`config.mk`:
```
export PLATFORM = sky130hd
export DESIGN_NAME = irq_prio_core
export DESIGN_NICKNAME = d
export VERILOG_FILES = /design/src/rtl/irq_prio_pkg.sv /design/src/rtl/vec_msb_find.sv /design/src/rtl/vec_bank.sv /design/src/rtl/prio_eval.sv /design/src/rtl/irq_prio_core.sv
export SDC_FILE = /design/constraint.sdc
export NUM_CORES = 2
export LEC_CHECK = 0
export BUFFER_PORTS_ARGS = -buffer_cell sky130_fd_sc_hd__buf_2
export CAP_MARGIN = 20
export CORE_MARGIN = 5
export CORE_UTILIZATION = 50
export CTS_CLUSTER_DIAMETER = 200
export DETAILED_ROUTE_END_ITERATION = 7
export GPL_TIMING_DRIVEN = 0
export PLACE_DENSITY_LB_ADDON = 0.3
export SLEW_MARGIN = 20
export SYNTH_ARGS = -nofsm -noshare
export SYNTH_HDL_FRONTEND = slang
export SYNTH_SLANG_ARGS = --single-unit
```
`constraint.sdc`:
```
create_clock -name clk -period 6.5 [get_ports clk]
set_clock_uncertainty 0.1 [all_clocks]
set_input_delay 1.625 -clock clk [delete_from_list [all_inputs] [get_ports clk]]
set_output_delay 1.625 -clock clk [all_outputs]
set_load 0.02 [all_outputs]
```
`src/rtl/irq_prio_pkg.sv`:
```
// Package: shared constants and types for the interrupt priority core.
// Assumes the vector width is at least the width of a priority class.
package irq_prio_pkg;

    // Width of a priority class, the upper bits of a vector.
    localparam int PRI_CLASS_W = 4;

    // Configuration flags held by the core.
    typedef struct packed {
        logic enable;   // software enable
        logic dir_eoi;  // directed end-of-interrupt, suppresses broadcast
    } cfg_flags_t;

endpackage

```
`src/rtl/vec_msb_find.sv`:
```
// Module: vec_msb_find
// Finds the highest set bit of a wide vector. First it finds the highest
// bit inside each word, then the highest non-empty word.
// Assumes NBITS is a multiple of WORD and WORD is at least 2.
module vec_msb_find #(
    parameter int NBITS = 256,
    parameter int WORD  = 32
) (
    input  logic [NBITS-1:0]         bits,
    output logic                     found,
    output logic [$clog2(NBITS)-1:0] idx
);
    localparam int NWORDS = NBITS / WORD;
    localparam int IW     = $clog2(NBITS);
    localparam int BW     = $clog2(WORD);

    logic [NWORDS-1:0] w_any;
    logic [BW-1:0]     w_idx [NWORDS];

    generate
        for (genvar w = 0; w < NWORDS; w++) begin : g_word
            logic          any_l;
            logic [BW-1:0] idx_l;

            // Highest set bit inside this word.
            always_comb begin
                any_l = |bits[w*WORD +: WORD];
                idx_l = '0;
                for (int b = 0; b < WORD; b++) begin
                    if (bits[w*WORD + b]) begin
                        idx_l = BW'(b);
                    end
                end
            end

            assign w_any[w] = any_l;
            assign w_idx[w] = idx_l;
        end
    endgenerate

    // Pick the highest non-empty word and join its index.
    always_comb begin
        found = 1'b0;
        idx   = '0;
        for (int w = 0; w < NWORDS; w++) begin
            if (w_any[w]) begin
                found = 1'b1;
                idx   = IW'(w * WORD + int'(w_idx[w]));
            end
        end
    end
endmodule

```
`src/rtl/vec_bank.sv`:
```
// Module: vec_bank
// Holds the requested, in-service and level-trigger bit arrays.
// A request sets a requested bit and writes the level bit. A take moves a
// vector from requested to in service. A retire clears an in-service bit.
// A request wins over a take of the same vector in the same cycle.
module vec_bank #(
    parameter int NBITS = 256,
    parameter int IW    = 8
) (
    input  logic             clk,
    input  logic             rst_n,
    input  logic             set_en,
    input  logic [IW-1:0]    set_idx,
    input  logic             set_lvl,
    input  logic             take_en,
    input  logic [IW-1:0]    take_idx,
    input  logic             retire_en,
    input  logic [IW-1:0]    retire_idx,
    output logic [NBITS-1:0] req_q,
    output logic [NBITS-1:0] svc_q,
    output logic [NBITS-1:0] lvl_q
);
    logic [NBITS-1:0] set_m;
    logic [NBITS-1:0] take_m;
    logic [NBITS-1:0] retire_m;

    // Decode the one-hot masks of the three operations.
    always_comb begin
        set_m    = set_en    ? (NBITS'(1) << set_idx)    : '0;
        take_m   = take_en   ? (NBITS'(1) << take_idx)   : '0;
        retire_m = retire_en ? (NBITS'(1) << retire_idx) : '0;
    end

    // Update the three arrays.
    always_ff @(posedge clk) begin
        if (!rst_n) begin
            req_q <= '0;
            svc_q <= '0;
            lvl_q <= '0;
        end else begin
            req_q <= (req_q & ~take_m) | set_m;
            svc_q <= (svc_q & ~retire_m) | take_m;
            lvl_q <= (lvl_q & ~set_m) | (set_lvl ? set_m : '0);
        end
    end
endmodule

```
`src/rtl/prio_eval.sv`:
```
// Module: prio_eval
// Derives the processor priority and decides whether the top request is
// offered. Pure combinational logic.
// Assumes the class is the upper PRI_CLASS_W bits of a vector.
module prio_eval
    import irq_prio_pkg::*;
#(
    parameter int VW = 8
) (
    input  logic                   enable,
    input  logic [VW-1:0]          task_pri,
    input  logic                   svc_found,
    input  logic [PRI_CLASS_W-1:0] svc_cls,
    input  logic                   req_found,
    input  logic [PRI_CLASS_W-1:0] req_cls,
    output logic [VW-1:0]          cur_pri,
    output logic                   pending,
    output logic                   offer
);
    localparam int LW = VW - PRI_CLASS_W;

    logic [PRI_CLASS_W-1:0] svc_eff;
    logic                   held;

    // Processor priority from the task priority and the in-service class.
    always_comb begin
        svc_eff = svc_found ? svc_cls : '0;
        if (task_pri[VW-1:LW] >= svc_eff) begin
            cur_pri = task_pri;
        end else begin
            cur_pri = {svc_eff, {LW{1'b0}}};
        end
    end

    // The request is offered only above the processor priority class.
    always_comb begin
        pending = enable & req_found;
        held    = (cur_pri != '0) && (req_cls <= cur_pri[VW-1:LW]);
        offer   = pending & ~held;
    end
endmodule

```
`src/rtl/irq_prio_core.sv`:
```
// Module: irq_prio_core (top)
// Interrupt priority and acknowledge core for one processor: the vector
// arrays, the task priority, the configuration, and the acknowledge and
// end-of-interrupt handling. The request line is combinational. The
// broadcast pulse is registered one cycle after the end-of-interrupt.
// Assumes VW <= 8 and VW > PRI_CLASS_W.
module irq_prio_core
    import irq_prio_pkg::*;
#(
    parameter int VW   = 8,
    parameter int WORD = 32
) (
    input  logic                   clk,
    input  logic                   rst_n,
    input  logic                   set_req,
    input  logic [VW-1:0]          set_vec,
    input  logic                   set_level,
    input  logic                   ack,
    input  logic                   eoi,
    input  logic                   tp_wr,
    input  logic [PRI_CLASS_W-1:0] tp_val,
    input  logic                   cfg_wr,
    input  logic                   cfg_enable,
    input  logic                   cfg_dir_eoi,
    input  logic [VW-1:0]          cfg_spur,
    output logic                   irq_out,
    output logic [VW-1:0]          ack_vec,
    output logic                   ack_real,
    output logic                   eoi_bcast,
    output logic [VW-1:0]          eoi_bcast_vec
);
    localparam int NVEC = 1 << VW;
    localparam int LW   = VW - PRI_CLASS_W;

    logic [NVEC-1:0] req_q, svc_q, lvl_q;
    logic [VW-1:0]   task_pri_q;
    cfg_flags_t      cfg_q;
    logic [VW-1:0]   spur_q;

    logic            req_found, svc_found;
    logic [VW-1:0]   req_top, svc_top;
    logic [VW-1:0]   cur_pri;
    logic            pending, offer;
    logic            take_en, retire_en, bcast_d;

    vec_msb_find #(.NBITS(NVEC), .WORD(WORD)) u_req_find (
        .bits (req_q),
        .found(req_found),
        .idx  (req_top)
    );

    vec_msb_find #(.NBITS(NVEC), .WORD(WORD)) u_svc_find (
        .bits (svc_q),
        .found(svc_found),
        .idx  (svc_top)
    );

    prio_eval #(.VW(VW)) u_eval (
        .enable   (cfg_q.enable),
        .task_pri (task_pri_q),
        .svc_found(svc_found),
        .svc_cls  (svc_top[VW-1:LW]),
        .req_found(req_found),
        .req_cls  (req_top[VW-1:LW]),
        .cur_pri  (cur_pri),
        .pending  (pending),
        .offer    (offer)
    );

    vec_bank #(.NBITS(NVEC), .IW(VW)) u_bank (
        .clk       (clk),
        .rst_n     (rst_n),
        .set_en    (set_req),
        .set_idx   (set_vec),
        .set_lvl   (set_level),
        .take_en   (take_en),
        .take_idx  (req_top),
        .retire_en (retire_en),
        .retire_idx(svc_top),
        .req_q     (req_q),
        .svc_q     (svc_q),
        .lvl_q     (lvl_q)
    );

    // Acknowledge and end-of-interrupt decisions for this cycle.
    always_comb begin
        irq_out   = offer;
        take_en   = ack & offer;
        ack_real  = take_en;
        ack_vec   = offer ? req_top : spur_q;
        retire_en = eoi & svc_found;
        bcast_d   = retire_en & lvl_q[svc_top] & ~cfg_q.dir_eoi;
    end

    // Task priority register.
    always_ff @(posedge clk) begin
        if (!rst_n) begin
            task_pri_q <= '0;
        end else if (tp_wr) begin
            task_pri_q <= {tp_val, {LW{1'b0}}};
        end
    end

    // Configuration register.
    always_ff @(posedge clk) begin
        if (!rst_n) begin
            cfg_q  <= '0;
            spur_q <= '0;
        end else if (cfg_wr) begin
            cfg_q.enable  <= cfg_enable;
            cfg_q.dir_eoi <= cfg_dir_eoi;
            spur_q        <= cfg_spur;
        end
    end

    // Registered broadcast pulse and its vector.
    always_ff @(posedge clk) begin
        if (!rst_n) begin
            eoi_bcast     <= 1'b0;
            eoi_bcast_vec <= '0;
        end else begin
            eoi_bcast <= bcast_d;
            if (bcast_d) begin
                eoi_bcast_vec <= svc_top;
            end
        end
    end

    logic unused_pri;
    assign unused_pri = ^{cur_pri, pending};
endmodule

```
==> results.cfg <==
[placed_design]
globalplace.congestion = 1.11
pre_cts_slack_ns = -2.60
hpwl_mm = 158
port_buffers = 42
placed_cells = 6191

[floorplan]
io_pins = 49
start_util_pct = 50.3
die_area_um2 = 86600
die_h_um = 294
fp.coreArea_um2 = 80400
die_w_um = 294
rows = 104

[drt]
route.detailed.drc = 7
dr.pass1.iters = 8
routed_wl_mm = 216
initialDrtViolationCount = 7728
wl_per_cell_um = 33.7
dr_total_vias = 44500
via_per_inst = 6.93
ant_nets = 0

[sta]
rsz0062_at_grt = yes
hold_viol = 0
max_freq_ghz = 0.135
slew_viol_final = 0
fin_tns_setup_ns = -19.21
period_needed_ns = 7.41
finalCritPeriodShare_pct = 114
max_slew.worst_pin.slew_ns = 1.32
slew_headroom_pct = 12.3
setup_slack_ns = -0.913
finalSetupViolCount = 110

[run_status]
violations = design-rule violations, negative setup slack
outcome = complete, but fails checks

[layout]
fin_cells = 6419
fin_nets = 5312
final_common_cell = dfxtp_1
layout_common_cells = dfxtp_1 (781), o21ai_0 (619), nand2_1 (574)
post_route_cells_drive_above_1_share_pct = 10.9
syn_to_final_growth_pct = 16.3
final_util_pct = 58.5

[global_routing]
grtUsageMet2_pct = 67.6
antenna_found_initial = 23
overflow = 0
grt.met1_usage_pct = 57.2
grt_pass1_vias = 40200
grt_max_degree = 16
top_usage_layer = met2
grt_pass1_wl_mm = 297
grt.total_usage_pct = 47.7
grtUsageMet3_pct = 16.4

[pwr]
leakagePower_nw = 17.1
max-vdd-ir-drop_uv = 195
p_per_area_nw_per_um2 = 246
power_mw = 11.5

[yosys]
ys_async_sr_fraction_pct = 0
synth_area_leaders = dfxtp_1 (39%), mux2i_1 (7.8%), o21ai_0 (7.8%)
synth-main-ff-cell = dfxtp_1
synth_edf_count = 0
yosysUniqueCellTypes = 88
synth_top_area_cell = dfxtp_1
synth_top_area_share_pct = 39.2
syn-instance-count = 5060
yosys_warnings = 0
ys_ff_latch = 791
synth-seq-area-share_pct = 39.2
mappedNetlistArea_um2 = 40400
syn_avg_cell_area_um2 = 7.99
postSynthNetCount = 5098

[critical_path]
worstPathRequired_ns = 4.78
cp_slowest_cell = or3_1
crit_chain = nor4_4 > nand4_1 > or3_1 > nor2_4 > o21ai_0 > a31oi_1 > o31ai_1 > nand4bb_1 > a31o_2 > and2_1 > clkbuf_1 > clkbuf_2 > buf_4 > mux2_4 > buf_6
crit_type = reg2out
setup.worst_path.end_class = output port
critPathMaxStageDelay_ns = 0.57
cp_data_arrival_time_ns = 5.69
start_kind = flop
crit_path_max_fanout = 10

[clocking]
clockBufferDepth = 3
cts_sinks = 791
insertion_delay_ns = 0.71
numCtsBuffers = 87
path_clk_slew_ns = 0.06
root_buffer = clkbuf_16
cts_tree = built
ctsHoldBuffers = 0
cts.htree.levels = 3

[job]
cap_viol_max_count = 0

[worst_hold_path]
min_path_type = reg2reg
[cell usage after synthesis, drive strengths merged, types with 6 or more instances]
cell     number
dfxtp       791
o21ai       632
nand2       583
nor2        443
mux2i       316
clkbuf      286
a21boi      272
nor2b       199
nor4        139
o211ai      134
a21oi       131
nand3       128
a31oi       116
inv         110
and2        109
nor3         94
o21a         43
o31ai        43
buf          40
nand2b       38
a211oi       36
and3         35
a31o         34
o21bai       33
nand4        30
mux2         24
or4          21
or3          18
a41oi        15
or2          12
a22oi        11
a221oi        9
o31a          9
a2111oi       8
a21o          8
ha            8
nor3b         8
o311ai        8
and4          7
o41ai         7
a32oi         6
o2111ai       6
or3b          6
[metrics by stage]
step                      cell area, um^2  hold WS [ns]
after floorplan                     40500         0.341
after global placement              42000         0.344
after detailed placement            42500         0.346
after CTS                           46300         0.360
after global routing                47000         0.377
final                               47000         0.359
[where the power goes]
part	total (mW)	switching, mW	internal (mW)
combinational	1.35	1.06	0.294
clock	5.33	2.25	3.08
sequential	4.87	0.0116	4.86
[path summary, 6_finish.rpt]
kind                                  from                       endpoint  slack, ns  cells after the start
max reg2reg    u_bank.req_q[82]$_SDFF_PN0_   u_bank.req_q[147]$_SDFF_PN0_      -0.34                     28
max            u_bank.req_q[82]$_SDFF_PN0_                     ack_vec[0]      -0.91                     15
min reg2reg  eoi_bcast_vec[5]$_SDFFE_PN0P_  eoi_bcast_vec[5]$_SDFFE_PN0P_       0.36                      2
min          eoi_bcast_vec[5]$_SDFFE_PN0P_  eoi_bcast_vec[5]$_SDFFE_PN0P_       0.36                      2
[kinds of logic (layout without fill, tap and decap cells)]
| kind of cell | Yosys count | in the layout | synth area share, % |
|---|---|---|---|
| buffers and inverters | 436 | 718 | 4.33 |
| adders and majority gates | 8 | 8 | 0.248 |
| DFF | 791 | 791 | 39.2 |
| AOI/OAI and AO/OA | 1601 | 1601 | 25.3 |
| muxes | 340 | 340 | 8.49 |
| other | 0 | 17 | 0 |
| and+or+nand+nor | 1884 | 1884 | 22.5 |
[routing by layer]
| metal | share of wire [%] | routed length (um) |
|---|---|---|
| met5 | 0.051 | 110 |
| met4 | 11 | 24600 |
| met3 | 14 | 30000 |
| met2 | 40 | 85800 |
| met1 | 35 | 75800 |
[critical path: cells and delay by family, from the launching register on]
| family | cells | cell delay, ns |
|---|---|---|
| simple gates | 6 | 2.02 |
| compound gates | 4 | 1.20 |
| buf+inv | 4 | 1.15 |
| flops | 1 | 0.38 |
| mux | 1 | 0.21 |
[cell type report]
| type | count | area (um^2) |
|---|---|---|
| Fill cell | 7507 | 33400 |
| Multi-Input combinational cell | 3833 | 23900 |
| Sequential cell | 791 | 15900 |
| Clock buffer | 126 | 2530 |
| Buffer | 319 | 1470 |
| Tap cell | 1060 | 1330 |
| Timing Repair Buffer | 132 | 1050 |
| Clock inverter | 31 | 459 |
| Inverter | 110 | 420 |
| Antenna cell | 17 | 42.5 |
[repair_timing]
action | CTS | global route
endpoints found under the hold margin | 0 | 0
pin swaps | 30 | 40
setup endpoints to repair | 531 | 462
gates resized for setup | 151 | 140
setup buffers | 28 | 33
(Power assumes the default switching activity.)
